File: src/rtl/esc_stream_decoder.sv
module esc_stream_decoder #(
  parameter int HDR_WORDS = 9,
  parameter int LEN_W     = 16,
  parameter int SRC_LSB   = 46,
  parameter int SRC_W     = 7
) (
  input  logic             clk,
  input  logic             rst_n,
  input  logic             flush,
  input  logic             swap_en,
  input  logic             in_valid,
  input  logic [31:0]      in_data,
  output logic             in_ready,
  input  logic             out_ready,
  output logic             out_valid,
  output logic [31:0]      out_data,
  output logic [3:0]       out_keep,
  output logic             out_last,
  output logic             out_err,
  output logic [LEN_W-1:0] out_len,
  output logic [SRC_W-1:0] src_port
);
  localparam int SRC_WORD = HDR_WORDS - 1 - SRC_LSB / 32;
  localparam int SRC_OFF  = SRC_LSB % 32;
  localparam int HC_W     = $clog2(HDR_WORDS);

  typedef enum logic [1:0] {S_HDR, S_BODY, S_ESC, S_PRUNE} st_t;

  st_t              st;
  logic [HC_W-1:0]  hcnt;
  logic [1:0]       held;
  logic [31:0]      h_old, h_new;
  logic [LEN_W-1:0] len_q;
  logic [SRC_W-1:0] src_q;

  function automatic logic [3:0] lanes(input logic [2:0] v);
    lanes = 4'((5'd1 << v) - 5'd1);
  endfunction

  wire [31:0] cmp     = swap_en ? {in_data[7:0], in_data[15:8], in_data[23:16], in_data[31:24]} : in_data;
  wire        is_code = cmp[31:3] == 29'h1000_0000;
  wire [2:0]  code    = cmp[2:0];
  wire [2:0]  vld     = 3'd4 - {1'b0, code[1:0]};

  assign in_ready = !out_valid || out_ready;
  wire take = in_valid && in_ready;

  wire in_body   = take && st == S_BODY;
  wire do_data   = (take && st == S_ESC) || (in_body && !is_code);
  wire do_eof    = in_body && is_code && !code[2];
  wire do_prune  = in_body && is_code && code == 3'd4;
  wire do_abort  = in_body && is_code && code == 3'd5;
  wire do_esc    = in_body && is_code && code == 3'd6;
  wire do_pend   = take && st == S_PRUNE;
  wire close_err = do_abort || do_pend || (do_eof && held != 2'd2);
  wire end_frame = do_eof || do_abort || do_pend;

  assign src_port = src_q;

  always_ff @(posedge clk or negedge rst_n) begin
    if (!rst_n) begin
      st        <= S_HDR;
      hcnt      <= '0;
      held      <= '0;
      h_old     <= '0;
      h_new     <= '0;
      len_q     <= '0;
      src_q     <= '0;
      out_valid <= 1'b0;
      out_data  <= '0;
      out_keep  <= '0;
      out_last  <= 1'b0;
      out_err   <= 1'b0;
      out_len   <= '0;
    end else if (flush) begin
      st        <= S_HDR;
      hcnt      <= '0;
      held      <= '0;
      len_q     <= '0;
      out_valid <= 1'b0;
    end else begin
      if (out_valid && out_ready)
        out_valid <= 1'b0;

      if (take && st == S_HDR) begin
        if (hcnt == HC_W'(SRC_WORD))
          src_q <= in_data[SRC_OFF +: SRC_W];
        if (hcnt == HC_W'(HDR_WORDS - 1)) begin
          hcnt <= '0;
          st   <= S_BODY;
        end else begin
          hcnt <= hcnt + 1'b1;
        end
      end

      if (do_data) begin
        st    <= S_BODY;
        h_old <= h_new;
        h_new <= in_data;
        if (held == 2'd2) begin
          out_valid <= 1'b1;
          out_data  <= h_old;
          out_keep  <= 4'hF;
          out_last  <= 1'b0;
          out_err   <= 1'b0;
          out_len   <= len_q + LEN_W'(4);
          len_q     <= len_q + LEN_W'(4);
        end else begin
          held <= held + 1'b1;
        end
      end

      if (do_esc)
        st <= S_ESC;
      if (do_prune)
        st <= S_PRUNE;

      if (do_eof && held == 2'd2) begin
        out_valid <= 1'b1;
        out_data  <= h_old;
        out_keep  <= lanes(vld);
        out_last  <= 1'b1;
        out_err   <= 1'b0;
        out_len   <= len_q + LEN_W'(vld);
      end

      if (close_err) begin
        out_valid <= 1'b1;
        out_data  <= '0;
        out_keep  <= 4'h0;
        out_last  <= 1'b1;
        out_err   <= 1'b1;
        out_len   <= len_q;
      end

      if (end_frame) begin
        st    <= S_HDR;
        hcnt  <= '0;
        held  <= '0;
        len_q <= '0;
      end
    end
  end
endmodule

File: config.mk
export PLATFORM = sky130hd
export DESIGN_NAME = esc_stream_decoder
export DESIGN_NICKNAME = d
export VERILOG_FILES = /design/src/rtl/esc_stream_decoder.sv
export SDC_FILE = /design/constraint.sdc
export NUM_CORES = 1
export LEC_CHECK = 0
export ABC_CLOCK_PERIOD_IN_PS = 3400
export BUFFER_PORTS_ARGS = -buffer_cell sky130_fd_sc_hd__buf_4
export CORE_ASPECT_RATIO = 0.9
export CORE_MARGIN = 4
export CORE_UTILIZATION = 55
export CTS_CLUSTER_SIZE = 10
export DETAILED_ROUTE_END_ITERATION = 10
export GPL_TIMING_DRIVEN = 1
export MAX_ROUTING_LAYER = met4
export PLACE_DENSITY = 0.77
export SLEW_MARGIN = 10
export SYNTH_ARGS = -nofsm -noshare
export SYNTH_HDL_FRONTEND = slang
export SYNTH_SLANG_ARGS = --single-unit
File: constraint.sdc
create_clock -name clk -period 3.4 [get_ports clk]
set_input_delay 0.68 -clock clk [delete_from_list [all_inputs] [get_ports clk]]
set_output_delay 0.68 -clock clk [all_outputs]
set_load 0.02 [all_outputs]
* Yosys cells after proc, flatten, opt, wreduce, memory -nomap -nowiden *
Index checks and enable logic that the tools add are counted.

storage, ports and cells
  bits in registers = 150
  bits in latches = 0
  RAM bits = 0
  bits in read-only memories = 0
  input port bits = 38
  memories = 0

operators by class
  add/sub/neg operators = 6
  multipliers = 0
  div/mod/pow operators = 0
  order comparisons = 0
  eq/ne operators = 12
  shifts and indexed selects = 1
  muxes and demuxes = 42
  bitwise gates (word level) = 1
  reduce and logical (&&, ||, !) cells = 37

operators by type and width
  operator                                              count
  2-to-1 mux 32 bit                                     5
  2-to-1 mux 16 bit                                     6
  2-to-1 mux 4 bit                                      8
  equality test 29 bit (second input constant)          1
  2-to-1 mux 2 bit                                      11
  adder 16 x 3 -> 16 bit                                1
  adder 16 x 3 -> 16 bit (second input constant)        1
  nonzero test 3 bit                                    5
  logical AND 1 bit                                     14
  2-to-1 mux 1 bit                                      12
  nonzero test 6 bit                                    2
  equality test 3 bit (second input constant)           3
  AND reduction 2 bit                                   4
  equality test 2 bit (second input constant)           3
  logical OR 1 bit                                      6
  AND reduction 3 bit                                   2
  adder 4 x 1 -> 4 bit (second input constant)          1
  equality test 4 x 3 -> 1 bit (second input constant)  1
  equality test 4 bit (second input constant)           1
  << shifter 1 x 3 -> 4 bit (first input constant)      1
  subtractor 4 x 1 -> 4 bit (second input constant)     1
  logical NOT 1 bit                                     3
  inequality test 3 bit (second input constant)         1
  subtractor 3 x 2 -> 3 bit (first input constant)      1
  5 further kinds                                       5

* Logic depth before layout (Yosys ltp) *
  word-level depth = 11
  mapped depth = 12

* Worst setup path after synthesis *
Ideal clock, no wire load.

  path kind = in2reg
  start point = input swap_en
  end point = register out_err
  library setup time = 0.121 ns
  data arrival time = 2.939 ns
  required time = 3.279 ns
  slack = 0.340 ns
  stages = 12
  buffers on the path = 3
  cell sequence = buf_2 -> mux2_2 -> inv_1 -> ha_1 -> nor2_1 -> or3b_2 -> o21ai_4 -> a211oi_4 -> or2_1 -> buf_6 -> buf_8 -> a22o_1

on the way
  longest elaborated chain between the ends = 8
  elaborated cells on any way between the ends = 19
  classes of those cells = eq/ne: 2; mux: 3; reduce/logical: 14

ends and longest elaborated chain
  item                                                   RTL line  source
  start, declared                                        10        input logic swap_en,
  2-to-1 mux 32 bit *                                    40        wire [31:0] cmp = swap_en ? {in_data[7:0], in_data[15:8], in_data[23:16], in_data[31:24]} : in_data;
  equality test 29 bit                                   41        wire is_code = cmp[31:3] == 29'h1000_0000;
  logical AND 1 bit                                      50, 52
  logical AND 1 bit (on tied branches)                   52, 50
  logical OR 1 bit or logical AND 1 bit (tied branches)  55        wire close_err = do_abort || do_pend || (do_eof && held != 2'd2);
  logical OR 1 bit                                       55
  nonzero test 3 bit (no source line)                    --
  AND reduction 3 bit (no source line)                   --
  end signal, assigned                                   73        out_err <= 1'b0;
  end signal, assigned                                   105       out_err <= 1'b0;
  end signal, assigned                                   123       out_err <= 1'b0;
  end, declared                                          19        output logic out_err,

Mark *: on every way between the ends. The rest lies on a longest branch, timed or not.
A chain may end at the register's enable or synchronous reset.

* Worst setup path after layout *
  start point = input in_data[22]
  end point = register out_len[2]

on the way
  longest elaborated chain between the ends = 8
  elaborated cells on any way between the ends = 17
  classes of those cells = eq/ne: 1; mux: 3; reduce/logical: 13

ends and longest elaborated chain
  item                                                   RTL line  source
  start, declared                                        12        input logic [31:0] in_data,
  2-to-1 mux 32 bit *                                    40
  equality test 29 bit *                                 41
  logical AND 1 bit                                      50, 52
  logical AND 1 bit (on tied branches)                   52, 50
  logical OR 1 bit or logical AND 1 bit (tied branches)  55
  logical OR 1 bit                                       55
  nonzero test 3 bit (no source line)                    --
  AND reduction 3 bit (no source line)                   --
  end signal, assigned                                   106       out_len <= len_q + LEN_W'(4);
  end signal, assigned                                   124       out_len <= len_q + LEN_W'(vld);
  end signal, assigned                                   133       out_len <= len_q;
  end, declared                                          20        output logic [LEN_W-1:0] out_len,

Marked as above.

==> run_results.csv <==
group,metric,value,unit
global_routing,grt_pass1_vias,4924,
clock_tree,post_cts_resized,0,
clock_tree,cts_buffer_depth,2,
floorplan,die-area,13960,um2
final_layout,utilization,70.45,%
global_routing,grt-ovfl-total,0,
floorplan,die_w,124.1,um
floorplan,start_util,57.18,%
sta,period_share,88.59,%
final_layout,area_growth,23.22,%
synth,yosysWarningCount,0,
final_layout,n_fill_cell,849,
synth,ys.flop_type,"dfrtp_1",
detailed_routing,wl,15.52,mm
global_routing,antenna_found_initial,0,
synth,synth_compound_area_share,12.76,%
final_layout,layout-drive-gt1-share,33.19,%
detailed_routing,drc,0,
synth,syn_area,6670,um2
clock_tree,holdBufCountCts,0,
placed_design,gp_congestion,0.9066,
worst_hold_path,hp-class,"in2async",
power_and_ir_drop,cellPowerDensity,445.5,nW/um2
synth,synth_edf_count,0,
clock_tree,cts_buffers,17,
critical_path,critPathSlowestCell,"nor4_1",
final_layout,insertedDiodeCount,0,
detailed_routing,ant_nets,0,
sta,tightest_slew,781.7,ps
outcome,outcome,"complete, no violations",
sta,min_period,3012,ps
global_routing,grt_pass1_wl,25.58,mm
synth,synth_fa_ha_area_share,2.063,%
power_and_ir_drop,design_power_total,3661,uW
power_and_ir_drop,leakage,0.003824,uW
critical_path,arrival,3370,ps
critical_path,cp_slowest_stage_delay,550,ps
sta,finalSetupViolations,0,
critical_path,path_cells,"buf_4 > nor4_1 > nand4_1 > a221o_1 > nor2_1 > buf_4 > nor2_1 > a2111oi_0 > buf_4 > a21o_1",
synth,synthMuxAreaShare,13.24,%
critical_path,end_kind,"flip-flop",
placed_design,port_buffers,100,
synth,synth_nets,646,
critical_path,path_buf_inv,3,
floorplan,die_height,112.5,um
critical_path,crit_top_cell,"buf_4",
synth,yosys.area_share.simple,9.623,%
sta,hold_viol,0,
sta,setup_tns,0,ps
final_layout,seqCellArea,3704,um2
clock_tree,clock_latency,420,ps
floorplan,rows,37,
clock_tree,cts_setup_buffers,0,
floorplan,io_pins,101,
final_layout,stdcell_count,873,
clock_tree,path_clk_slew,60,ps
final_layout,layout_commonest_cell,"dfrtp_1",
synth,syn_area_per_cell,11.17,um2
critical_path,crit_cells,10,
detailed_routing,avgRoutedWirePerCell,17.78,um
critical_path,reg2reg_depth,10,
flow_run,max_cap_violations,0,
final_layout,mostFrequentLayoutCells,"148 x dfrtp_1, 121 x buf_4, 77 x o21ai_0",
synth,ys_ff_latch,148,
placed_design,dp_hpwl,10.98,mm
power_and_ir_drop,ir_drop,0.3898,mV
floorplan,coreArea,11670,um2
critical_path,cp.required,3760,ps
critical_path,crit_type,"in2reg",
synth,yosysUniqueCellTypes,49,
sta,rsz0062_at_grt,"false",
synth,yosys.area_share.xor_xnor,3.283,%
detailed_routing,first_pass_iters,5,
clock_tree,cts_root_buffer,"clkbuf_16",
synth,synth_top_family_by_area,"multiplexers",
critical_path,cp-start-kind,"primary input",
synth,syn_inst,597,
global_routing,grt_max_degree,87,
clock_tree,cts_tree,"built",
sta,timing.hold.ws,310.9,ps
critical_path,path_max_fanout,8,
detailed_routing,via_per_inst,5.680,
critical_path,critical_path.top_delay_family,"simple AND/OR/NAND/NOR gates",
placed_design,post-place-cells,841,
clock_tree,cts.htree.levels,4,
sta,drv_slew,0,
sta,slew_headroom,47.89,%
clock_tree,clock-sinks,148,
final_layout,fin_nets,753,
detailed_routing,vias,4959,
global_routing,grt_use_total,24.41,%
final_layout,multiInputGateArea,2744,um2
synth,seq_area_frac_synth,55.52,%
sta,clock_skew,5.125,ps
sta,fmax,332.0,MHz
synth,async_reset_ff_share,100.0,%
detailed_routing,drtIter0Drc,384,
power by group:
group          internal [uW]  switching (uW)
Clock                   1020             693
Combinational           61.6            94.2
Sequential              1780            10.1
cell usage after synthesis (all sizes together) (2+ instances only):
master	instances	share of area, %
o22ai	2	0.19
inv	12	0.68
nor2	35	2.0
nand4	8	0.75
nand3	8	0.60
buf	15	1.5
nor3	7	0.53
nand2	52	2.9
xnor2	23	3.0
nor4	17	1.8
or3	2	0.19
o21ai	105	8.0
mux2	74	12
a21oi	13	0.98
mux2i	5	0.75
a22o	2	0.39
dfrtp	148	56
a21o	2	0.23
nand4b	2	0.26
a22oi	2	0.23
a211oi	11	1.4
ha	11	2.1
or2	2	0.19
xor2	2	0.26
o21a	2	0.23
clkbuf	22	1.3
final timing paths:
path                       slack (ps)                    from                        to
setup / recovery                  390             in_data[22]    out_len[2]$_DFFE_PN0P_
hold / removal                    310                   rst_n     len_q[11]$_DFFE_PN0P_
setup reg to reg                  790     held[0]$_DFFE_PN0P_    out_len[2]$_DFFE_PN0P_
hold reg to reg                   500  out_len[0]$_DFFE_PN0P_    out_len[0]$_DFFE_PN0P_
max in group asynchronous        2160                   rst_n  out_data[17]$_DFFE_PN0P_
min in group clk                  500  out_len[0]$_DFFE_PN0P_    out_len[0]$_DFFE_PN0P_
metal layers:
layer / vias up / track usage, % / wire length, um
met4: 0 / 5.693 / 173
met3: 17 / 7.103 / 960
li1: 2334 / - / -
met2: 170 / 34.37 / 7056
met5: - / - / 0
met1: 2438 / 35.22 / 7329
final cells by class:
| cell class | instances | share of cell area, % |
|---|---|---|
| Sequential cell | 148 | 45.06 |
| Multi-Input combinational cell | 400 | 33.38 |
| Timing Repair Buffer | 125 | 11.92 |
| Clock buffer | 24 | 6.104 |
| Tap cell | 156 | 2.375 |
| Clock inverter | 8 | 0.6089 |
| Inverter | 12 | 0.5480 |
metrics by stage:
step / worst slack, ps / instance area (um2)
2_1_floorplan: 339.6 / 6670
3_3_place_gp: -76.82 / 7667
5_1_grt: 208.3 / 8219
4_1_cts: 375.5 / 8219
3_5_place_dp: -63.94 / 7667
6_report: 388.0 / 8219
state kept, by name (all words and copies together) (netlist names):
signal     count
out_len       16
held           2
src_port       7
len_q         14
hcnt           4
out_valid      1
out_err        1
h_new         32
out_data      32
out_last       1
st             2
h_old         32
out_keep       4
kinds of logic (layout without fill, tap and decap cells):
logic type,after synthesis,count (layout)
other,1,1
DFF,148,148
AOI/OAI and AO/OA,147,147
muxes,79,79
and+or+nand+nor,137,137
adders and majority gates,11,11
xor gates and xnor gates,25,25
buffers and inverters,49,169
(Power assumes the default switching activity.)
